File: config.mk
export PLATFORM = sky130hd
export DESIGN_NAME = touch_confirm
export DESIGN_NICKNAME = d
export VERILOG_FILES = /design/src/rtl/touch_pkg.sv /design/src/rtl/key_integrator.sv /design/src/rtl/group_arbiter.sv /design/src/rtl/touch_confirm.sv
export SDC_FILE = /design/constraint.sdc
export NUM_CORES = 1
export LEC_CHECK = 0
export ABC_AREA = 1
export CAP_MARGIN = 20
export CORE_ASPECT_RATIO = 0.9
export CORE_MARGIN = 2
export CORE_UTILIZATION = 50
export CTS_BUF_LIST = sky130_fd_sc_hd__clkbuf_16
export DETAILED_ROUTE_END_ITERATION = 10
export DONT_BUFFER_PORTS = 1
export GPL_TIMING_DRIVEN = 1
export PLACE_DENSITY = 0.65
export SKIP_LAST_GASP = 1
export SLEW_MARGIN = 10
export SYNTH_ARGS = -nofsm -noshare
export SYNTH_HDL_FRONTEND = slang
export SYNTH_SLANG_ARGS = --single-unit
export TNS_END_PERCENT = 30
File: constraint.sdc
create_clock -name clk -period 4.8 [get_ports clk]
set_input_delay 0.96 -clock clk [delete_from_list [all_inputs] [get_ports clk]]
set_output_delay 0.96 -clock clk [all_outputs]
set_load 0.05 [all_outputs]
File: src/rtl/touch_pkg.sv
package touch_pkg;
  localparam int NUM_GROUPS = 3;
  localparam int GRP_W      = 2;
  typedef logic [GRP_W-1:0] grp_t;
endpackage

File: src/rtl/key_integrator.sv
module key_integrator #(
  parameter int NKEYS = 16,
  parameter int DW    = 12,
  parameter int CW    = 4,
  localparam int KW   = $clog2(NKEYS)
) (
  input  logic                 clk,
  input  logic                 rst_n,
  input  logic                 acq_valid,
  input  logic [KW-1:0]        acq_key,
  input  logic signed [DW-1:0] acq_delta,
  input  logic signed [DW-1:0] acq_thresh,
  input  logic [CW-1:0]        det_limit,
  output logic [NKEYS-1:0]     conf_next
);
  logic [CW-1:0] lim_eff;
  logic          above;

  always_comb begin
    lim_eff = (det_limit == '0) ? CW'(1) : det_limit;
    above   = acq_delta > acq_thresh;
  end

  for (genvar k = 0; k < NKEYS; k++) begin : g_key
    logic [CW-1:0] cnt_q, cnt_d;
    logic          hit_en;

    always_comb begin
      hit_en = acq_valid && (acq_key == KW'(k));
      cnt_d  = cnt_q;
      if (hit_en) begin
        if (!above)              cnt_d = '0;
        else if (cnt_q < lim_eff) cnt_d = cnt_q + CW'(1);
      end
      conf_next[k] = cnt_d >= lim_eff;
    end

    always_ff @(posedge clk or negedge rst_n) begin
      if (!rst_n)      cnt_q <= '0;
      else if (hit_en) cnt_q <= cnt_d;
    end
  end
endmodule

File: src/rtl/group_arbiter.sv
module group_arbiter #(
  parameter int NKEYS = 16,
  localparam int KW   = $clog2(NKEYS)
) (
  input  logic             clk,
  input  logic             rst_n,
  input  logic             scan_done,
  input  logic [NKEYS-1:0] obj_det,
  input  logic [NKEYS-1:0] obj_member,
  output logic             win_valid,
  output logic [KW-1:0]    win_id
);
  logic          hold_v_q;
  logic [KW-1:0] hold_id_q;
  logic          keep;

  always_comb begin
    keep      = hold_v_q && obj_det[hold_id_q] && obj_member[hold_id_q];
    win_valid = keep;
    win_id    = hold_id_q;
    if (!keep) begin
      win_valid = 1'b0;
      win_id    = '0;
      for (int k = NKEYS - 1; k >= 0; k--) begin
        if (obj_det[k] && obj_member[k]) begin
          win_valid = 1'b1;
          win_id    = KW'(k);
        end
      end
    end
  end

  always_ff @(posedge clk or negedge rst_n) begin
    if (!rst_n) begin
      hold_v_q  <= 1'b0;
      hold_id_q <= '0;
    end else if (scan_done) begin
      hold_v_q  <= win_valid;
      hold_id_q <= win_id;
    end
  end
endmodule

File: src/rtl/touch_confirm.sv
module touch_confirm #(
  parameter int NKEYS      = 16,
  parameter int DW         = 12,
  parameter int CW         = 4,
  parameter int MAX_SLIDER = 8,
  localparam int KW        = $clog2(NKEYS),
  localparam int SLW       = $clog2(MAX_SLIDER + 1),
  localparam int GW        = touch_pkg::GRP_W
) (
  input  logic                 clk,
  input  logic                 rst_n,
  input  logic                 acq_valid,
  input  logic [KW-1:0]        acq_key,
  input  logic signed [DW-1:0] acq_delta,
  input  logic signed [DW-1:0] acq_thresh,
  input  logic [CW-1:0]        det_limit,
  input  logic [NKEYS*GW-1:0]  key_group,
  input  logic [SLW-1:0]       slider_len,
  input  logic                 scan_done,
  output logic [NKEYS-1:0]     key_status,
  output logic                 change
);
  import touch_pkg::*;

  logic [NKEYS-1:0] conf_next;
  logic [NKEYS-1:0] slide_mask;
  logic [NKEYS-1:0] obj_det;
  logic [SLW-1:0]   slide_eff;
  grp_t             eff_grp [NKEYS];
  logic             win_v   [NUM_GROUPS+1];
  logic [KW-1:0]    win_id  [NUM_GROUPS+1];
  logic [NKEYS-1:0] status_d;
  logic [NKEYS-1:0] status_q;
  logic             change_q;

  key_integrator #(.NKEYS(NKEYS), .DW(DW), .CW(CW)) u_integ (
    .clk       (clk),
    .rst_n     (rst_n),
    .acq_valid (acq_valid),
    .acq_key   (acq_key),
    .acq_delta (acq_delta),
    .acq_thresh(acq_thresh),
    .det_limit (det_limit),
    .conf_next (conf_next)
  );

  always_comb begin
    if (slider_len < SLW'(2))               slide_eff = '0;
    else if (slider_len > SLW'(MAX_SLIDER)) slide_eff = SLW'(MAX_SLIDER);
    else                                    slide_eff = slider_len;
    for (int k = 0; k < NKEYS; k++) begin
      slide_mask[k] = k < int'(slide_eff);
      eff_grp[k]    = slide_mask[k] ? grp_t'(key_group[GW-1:0])
                                    : grp_t'(key_group[k*GW +: GW]);
      if (k == 0 && slide_mask[0]) obj_det[k] = |(conf_next & slide_mask);
      else                         obj_det[k] = slide_mask[k] ? 1'b0 : conf_next[k];
    end
  end

  assign win_v[0]  = 1'b0;
  assign win_id[0] = '0;

  for (genvar g = 1; g <= NUM_GROUPS; g++) begin : g_grp
    logic [NKEYS-1:0] member;
    always_comb begin
      for (int k = 0; k < NKEYS; k++) member[k] = eff_grp[k] == grp_t'(g);
    end
    group_arbiter #(.NKEYS(NKEYS)) u_arb (
      .clk       (clk),
      .rst_n     (rst_n),
      .scan_done (scan_done),
      .obj_det   (obj_det),
      .obj_member(member),
      .win_valid (win_v[g]),
      .win_id    (win_id[g])
    );
  end

  always_comb begin
    for (int k = 0; k < NKEYS; k++) begin
      if (eff_grp[k] == '0) begin
        status_d[k] = conf_next[k];
      end else begin
        status_d[k] = conf_next[k] && win_v[eff_grp[k]] &&
                      (win_id[eff_grp[k]] == (slide_mask[k] ? KW'(0) : KW'(k)));
      end
    end
  end

  always_ff @(posedge clk or negedge rst_n) begin
    if (!rst_n) begin
      status_q <= '0;
      change_q <= 1'b0;
    end else begin
      change_q <= scan_done && (status_d != status_q);
      if (scan_done) status_q <= status_d;
    end
  end

  assign key_status = status_q;
  assign change     = change_q;
endmodule

==> impl_metrics.toml, run 1 <==
[flow_run]
drv_cap = 0

[sta]
setup-tns-final_ps = -8760
tightest_slew_ps = 735
hold_violations = 0
setup_slack_ps = -983
fin_skew_ps = 12.8
slew_violations = 0
fmax_mhz = 173
finalSetupViolCount = 19
fin_crit_sh = 1.20
slew-limit-headroom = 0.510
fin_crit_ps = 5780
rsz0062_at_grt = "true"
timing.hold.ws_ps = 282

[clock_tree]
htreeDepth = 3
cts_hold_buf = 0
cts_max_path_buffers = 2
cts_buffers = 9
root_buffer = "clkbuf_16"
clk-insertion-delay-late_ps = 360
cts_sinks = 96
cts_tree = "yes"
clk_pin_slew_ps = 80

[worst_setup_path]
path_common_cell = "nand2_1"
max_stage_delay_ps = 280
start_kind = "primary input"
cp_max_fo = 13
endpoint_kind = "flip-flop"
worst_path_max_delay_cell = "ha_1"
r2r-start = "u_integ.g_key[5].cnt_q[1]"
rrSetupSlack_ps = -370
critPathArrivalTime_ps = 6060
r2r_cells = 32
path_class = "in2reg"
reg2reg_to = "change"
worst_ep_required_time_ps = 5080

[floorplanning]
fp.dieW_um = 165
rows = 52
die_area_mm2 = 0.0245
coreArea_mm2 = 0.0226
die_height_um = 149
ios = 89
initial_utilization = 0.514

[routing]
drcViolationCount = 0
via_count = 14272
ant_nets = 0
viasPerCell = 5.62
wire_per_inst_um = 17.9
drtIter0Drc = 1354
dr.pass1.iters = 7
routed_wl_um = 45500

[synth]
synthFlopType = "dfrtp_1"
synth_area_mm2 = 0.0116
netlist_instances = 1865
ys_seq_area_frac = 0.206
syn_avg_cell_area_um2 = 6.24
yosys_register_bits = 96
synth_cell_type_count = 39
syn-num-nets = 2077
async_reset_ff_frac = 1.00
yosysWarnings = 0
synth_edf_count = 0

[power_and_ir_drop]
max-vdd-ir-drop_mv = 0.308
power.total_mw = 7.98
p_leak_nw = 9.01
p_per_area_mw_per_mm2 = 483

[cells_and_area]
fin_area_mm2 = 0.0165
drive_gt1_frac = 0.294
nets = 2447
area_growth_pct = 42.0
final-instance-count-excl-fill = 2538
final_util = 0.730

[grt]
antenna_found_initial = 0
grt_pass1_wl_um = 71000
grt.overflow.total = 0
grt_pass1_vias = 13861
grtUsageTotal = 0.371
grt_max_degree = 97

[outcome]
run_status = "finished, violations left"
violations = "negative setup slack"

[placement]
port_buffers = 0
place_hpwl_um = 34600
placed_cell_area_mm2 = 0.0147
dp_cells = 2489
post-place-ws_ps = -1560
gp_congestion = 1.06

[worst_hold_path]
hold_path.class = "in2async"
==> kinds of logic (layout without fill, tap and decap cells) <==
group | after synthesis | in the layout | share of synthesized area
adder cells (fa/ha/maj) | 140 | 140 | 0.151
AND/OR/NAND/NOR | 1022 | 1022 | 0.371
XOR/XNOR | 48 | 48 | 0.0361
other | 0 | 1 | 0
flip-flops | 96 | 96 | 0.206
AO/OA/AOI/OAI | 271 | 271 | 0.142
buffers and inverters | 288 | 663 | 0.0935
==> report_power, final <==
group | switching, mW | internal (mW) | total (mW)
Combinational | 3.28 | 2.49 | 5.78
Sequential | 0.414 | 1.04 | 1.46
Clock | 0.342 | 0.401 | 0.743
Total | 4.04 | 3.94 | 7.98
==> state kept, by name, summed over array words and instances (netlist names) <==
register               count
g_grp.u_arb.hold_v_q       3
g_grp.u_arb.hold_id_q     12
u_integ.g_key.cnt_q       64
key_status                16
change                     1
==> worst max-delay path by stage <==
stage,start,end,slack (ps),cells after the start
after global placement,acq_thresh[5],change,-1460,43
after CTS,acq_thresh[1],change,-650,47
after global routing,det_limit[1],change,-1240,41
final,det_limit[1],change,-980,35
after floorplan,det_limit[1],change,-450,36
after detailed placement,acq_thresh[7],change,-1560,42
==> what timing repair did <==
| action | CTS | global route |
|---|---|---|
| hold endpoints to repair | 0 | 0 |
| pin swaps | 84 | 72 |
| resized for setup | 198 | 98 |
| gates cloned | 3 | 0 |
| setup endpoints to repair | 23 | 29 |
| setup buffers | 15 | 16 |
==> placed cells by master, fill, tap and decap left out, drive strengths merged, types with 10 or more instances in the layout <==
cell    netlist  routed
o21a         17      17
o21ai        96      96
nand3       165     165
o211ai       24      24
o41ai        22      22
nand2       525     525
o21bai       13      13
nand4        48      48
buf           3     386
a21oi        77      77
xor2         31      31
nand3b       10      10
dfrtp        96      96
inv         258     258
o22ai        10      10
nor2        246     246
xnor2        17      17
ha          140     140
nor3         27      27
==> cells in the mapped netlist, types with 3 or more instances <==
cell | instances | area (um2)
o22ai_1 | 10 | 62.6
inv_2 | 22 | 82.6
nor3_1 | 27 | 135
a21oi_1 | 77 | 385
nand2_1 | 516 | 1940
o21ai_1 | 20 | 100
ha_1 | 140 | 1750
nor2_2 | 3 | 18.8
o211ai_1 | 24 | 180
o21bai_1 | 13 | 97.6
o21ai_2 | 7 | 61.3
nor2_1 | 241 | 905
o21ai_0 | 68 | 340
nand4_1 | 48 | 300
a31oi_1 | 4 | 25.0
o41ai_1 | 22 | 193
dfrtp_1 | 96 | 2400
nand3b_1 | 9 | 67.6
nand2_2 | 8 | 50.1
xnor2_1 | 17 | 149
o311ai_0 | 4 | 35.0
inv_1 | 236 | 886
nand3_2 | 3 | 30.0
nand3_1 | 161 | 806
o21a_1 | 17 | 128
clkbuf_1 | 25 | 93.8
xor2_1 | 31 | 272
==> per-layer routing <==
layer / vias up / track usage / wire length, um
met4: 0 / 0.0861 / 964
met5: - / 0 / 0
met1: 6608 / 0.522 / 20000
met3: 100 / 0.112 / 5230
li1: 6919 / - / -
met2: 645 / 0.559 / 19300
==> critical path: cells and delay by family <==
| kind | cells | cell delay, ps |
|---|---|---|
| adders and majority gates | 2 | 540 |
| AOI/OAI and AO/OA | 8 | 1420 |
| and+or+nand+nor | 18 | 2140 |
| buffers and inverters | 6 | 770 |
| xor gates and xnor gates | 1 | 230 |
==> area by class of cell <==
cell class / instances / area, um2
Clock inverter: 7 / 62.6
Multi-Input combinational cell: 1481 / 9260
Clock buffer: 9 / 225
Fill cell: 1897 / 6120
Sequential cell: 96 / 2400
Antenna cell: 1 / 2.50
Timing Repair Buffer: 387 / 3190
Tap cell: 297 / 372
Inverter: 260 / 1010
(Power assumes the default switching activity.)
==> inputs of run 2 (changes only) <==
- SKIP_CTS_REPAIR_TIMING: not set -> 1
- clock period: 4.8 -> 6.98 ns (I/O delays scaled with it)
==> run 2 against run 1 <==
The flow now finishes without violations. Total power down 48%. Die area unchanged. Wire length down 13%. Final area down 24%. Sequential share of layout area up 4.5 points. Clock power down 31%. Via count down 12%. Worst hold slack better by 290 ps. Critical path type unchanged. Utilization down 17 points. Final cell count down 14%. Setup slack better by 1500 ps. Global-route usage down 4.0 points.
==> impl_metrics.toml, run 2 (synthesis gave the netlist of run 1 again) <==
[clock_tree]
cts_tree = "yes"
root_buffer = "clkbuf_16"
htreeDepth = 3
cts_buffers = 9
cts_max_path_buffers = 2
cts_sinks = 96
clk-insertion-delay-late_ps = 360
clk_pin_slew_ps = 80

[cells_and_area]
drive_gt1_frac = 0.0710
mostFrequentLayoutCells = "509 x nand2_1, 236 x inv_1, 225 x nor2_1, 152 x nand3_1, 140 x ha_1"
fin_area_mm2 = 0.0126
area_growth_pct = 8.27
layout_commonest_cell = "nand2_1"
regMostFlops = "u_integ.g_key.cnt_q"
antenna_cells = 0
largest_reg_flops = 64
nets = 2095

[worst_hold_path]
holdPathStages = 2
worstHoldStart = "u_integ.g_key[12].cnt_q[3]"
min_to = "u_integ.g_key[12].cnt_q[3]"
hold_path.class = "reg2reg"

[sta]
rsz0062_at_grt = "false"
fin_crit_ps = 6420
timing.hold.ws_ps = 572
fmax_mhz = 156
tightest_slew_ps = 762
slew-limit-headroom = 0.492
setup-tns-final_ps = 0
slew_violations = 0
fin_crit_sh = 0.920
setup_slack_ps = 556
finalSetupViolCount = 0
fin_skew_ps = 12.6
hold_violations = 0

[worst_setup_path]
worst_path_max_delay_cell = "ha_1"
start_kind = "primary input"
path_class = "in2reg"
critPathArrivalTime_ps = 6650
r2r-start = "u_integ.g_key[0].cnt_q[1]"
r2r_cells = 31
max_stage_delay_ps = 300
cp_max_fo = 9
endpoint_kind = "flip-flop"
reg2reg_to = "change"
worst_ep_required_time_ps = 7210
path_common_cell = "nand2_1"
rrSetupSlack_ps = 1580

[placement]
place_hpwl_um = 31500
port_buffers = 0
post-place-ws_ps = -99.4
placed_cell_area_mm2 = 0.0122
gp_congestion = 1.05

[floorplanning]
die_height_um = 149
initial_utilization = 0.514
die_area_mm2 = 0.0245
ios = 89
rows = 52
fp.dieW_um = 165
coreArea_mm2 = 0.0226

[power_and_ir_drop]
p_sw_mw = 2.33
switching_share = 0.562
p_int_mw = 1.81
comb_power_share = 0.619
p_seq_frac = 0.256
p_per_area_mw_per_mm2 = 329
p_leak_nw = 6.97
p_clk_frac = 0.124
max-vdd-ir-drop_mv = 0.182

[grt]
grt_max_degree = 97
grt.overflow.total = 0
grt_pass1_vias = 11738
antenna_found_initial = 0
grtUsageTotal = 0.331
grt_pass1_wl_um = 62500

[routing]
wire_per_inst_um = 18.1
dr.pass1.iters = 7
via_count = 12533
drtIter0Drc = 1102
viasPerCell = 5.74
drcViolationCount = 0
routed_wl_um = 39600
ant_nets = 0

[outcome]
run_status = "finished, final reports clean"

[flow_run]
drv_cap = 0
run 2: worst max-delay path, delay by kind of cell:
kind,cells,cell delay [ps]
adder cells (fa/ha/maj),2,570
AO/OA/AOI/OAI,3,520
buffers and inverters,7,1240
XOR/XNOR,1,200
AND/OR/NAND/NOR,24,2700
run 2: worst max path at each step:
stage / startpoint / to / depth (start not counted)
detailed placement: acq_thresh[7] / change / 39
floorplan: det_limit[1] / change / 39
global placement: acq_thresh[7] / change / 40
finish: det_limit[3] / change / 37
global route: det_limit[3] / change / 35
CTS: acq_thresh[7] / change / 39
run 2: cell type report:
type	instances	area (um2)
multi-input combinational	1481	8260
timing repair buffer	35	292
clock buffer	9	225
inverter	260	976
clock inverter	7	71.3
sequential	96	2400
fill	2339	10000
tap	297	372
run 2: routing by layer:
layer	up-vias	GRT usage	share of wire
met5	-	0	0
met4	0	0.0630	0.016
met3	50	0.104	0.11
met2	503	0.487	0.41
met1	5764	0.479	0.47
li1	6216	-	-
run 2: power by group through the flow:
| stage | clock (mW) | sequential (mW) | combinational [mW] |
|---|---|---|---|
| after floorplan | 0 | 0.937 | 1.76 |
| after global placement | 0 | 1.06 | 2.40 |
| after detailed placement | 0 | 1.06 | 2.43 |
| after CTS | 0.521 | 1.05 | 2.44 |
| after global routing | 0.543 | 1.09 | 2.86 |
| final | 0.515 | 1.06 | 2.56 |
run 2: stage by stage:
stage	power, mW	utilization	instances
after detailed placement	3.49	0.537	2166
after global placement	3.46	0.537	2166
after CTS	4.02	0.550	2182
final	4.14	0.556	2185
after floorplan	2.69	-	1865
after global routing	4.49	0.556	2185
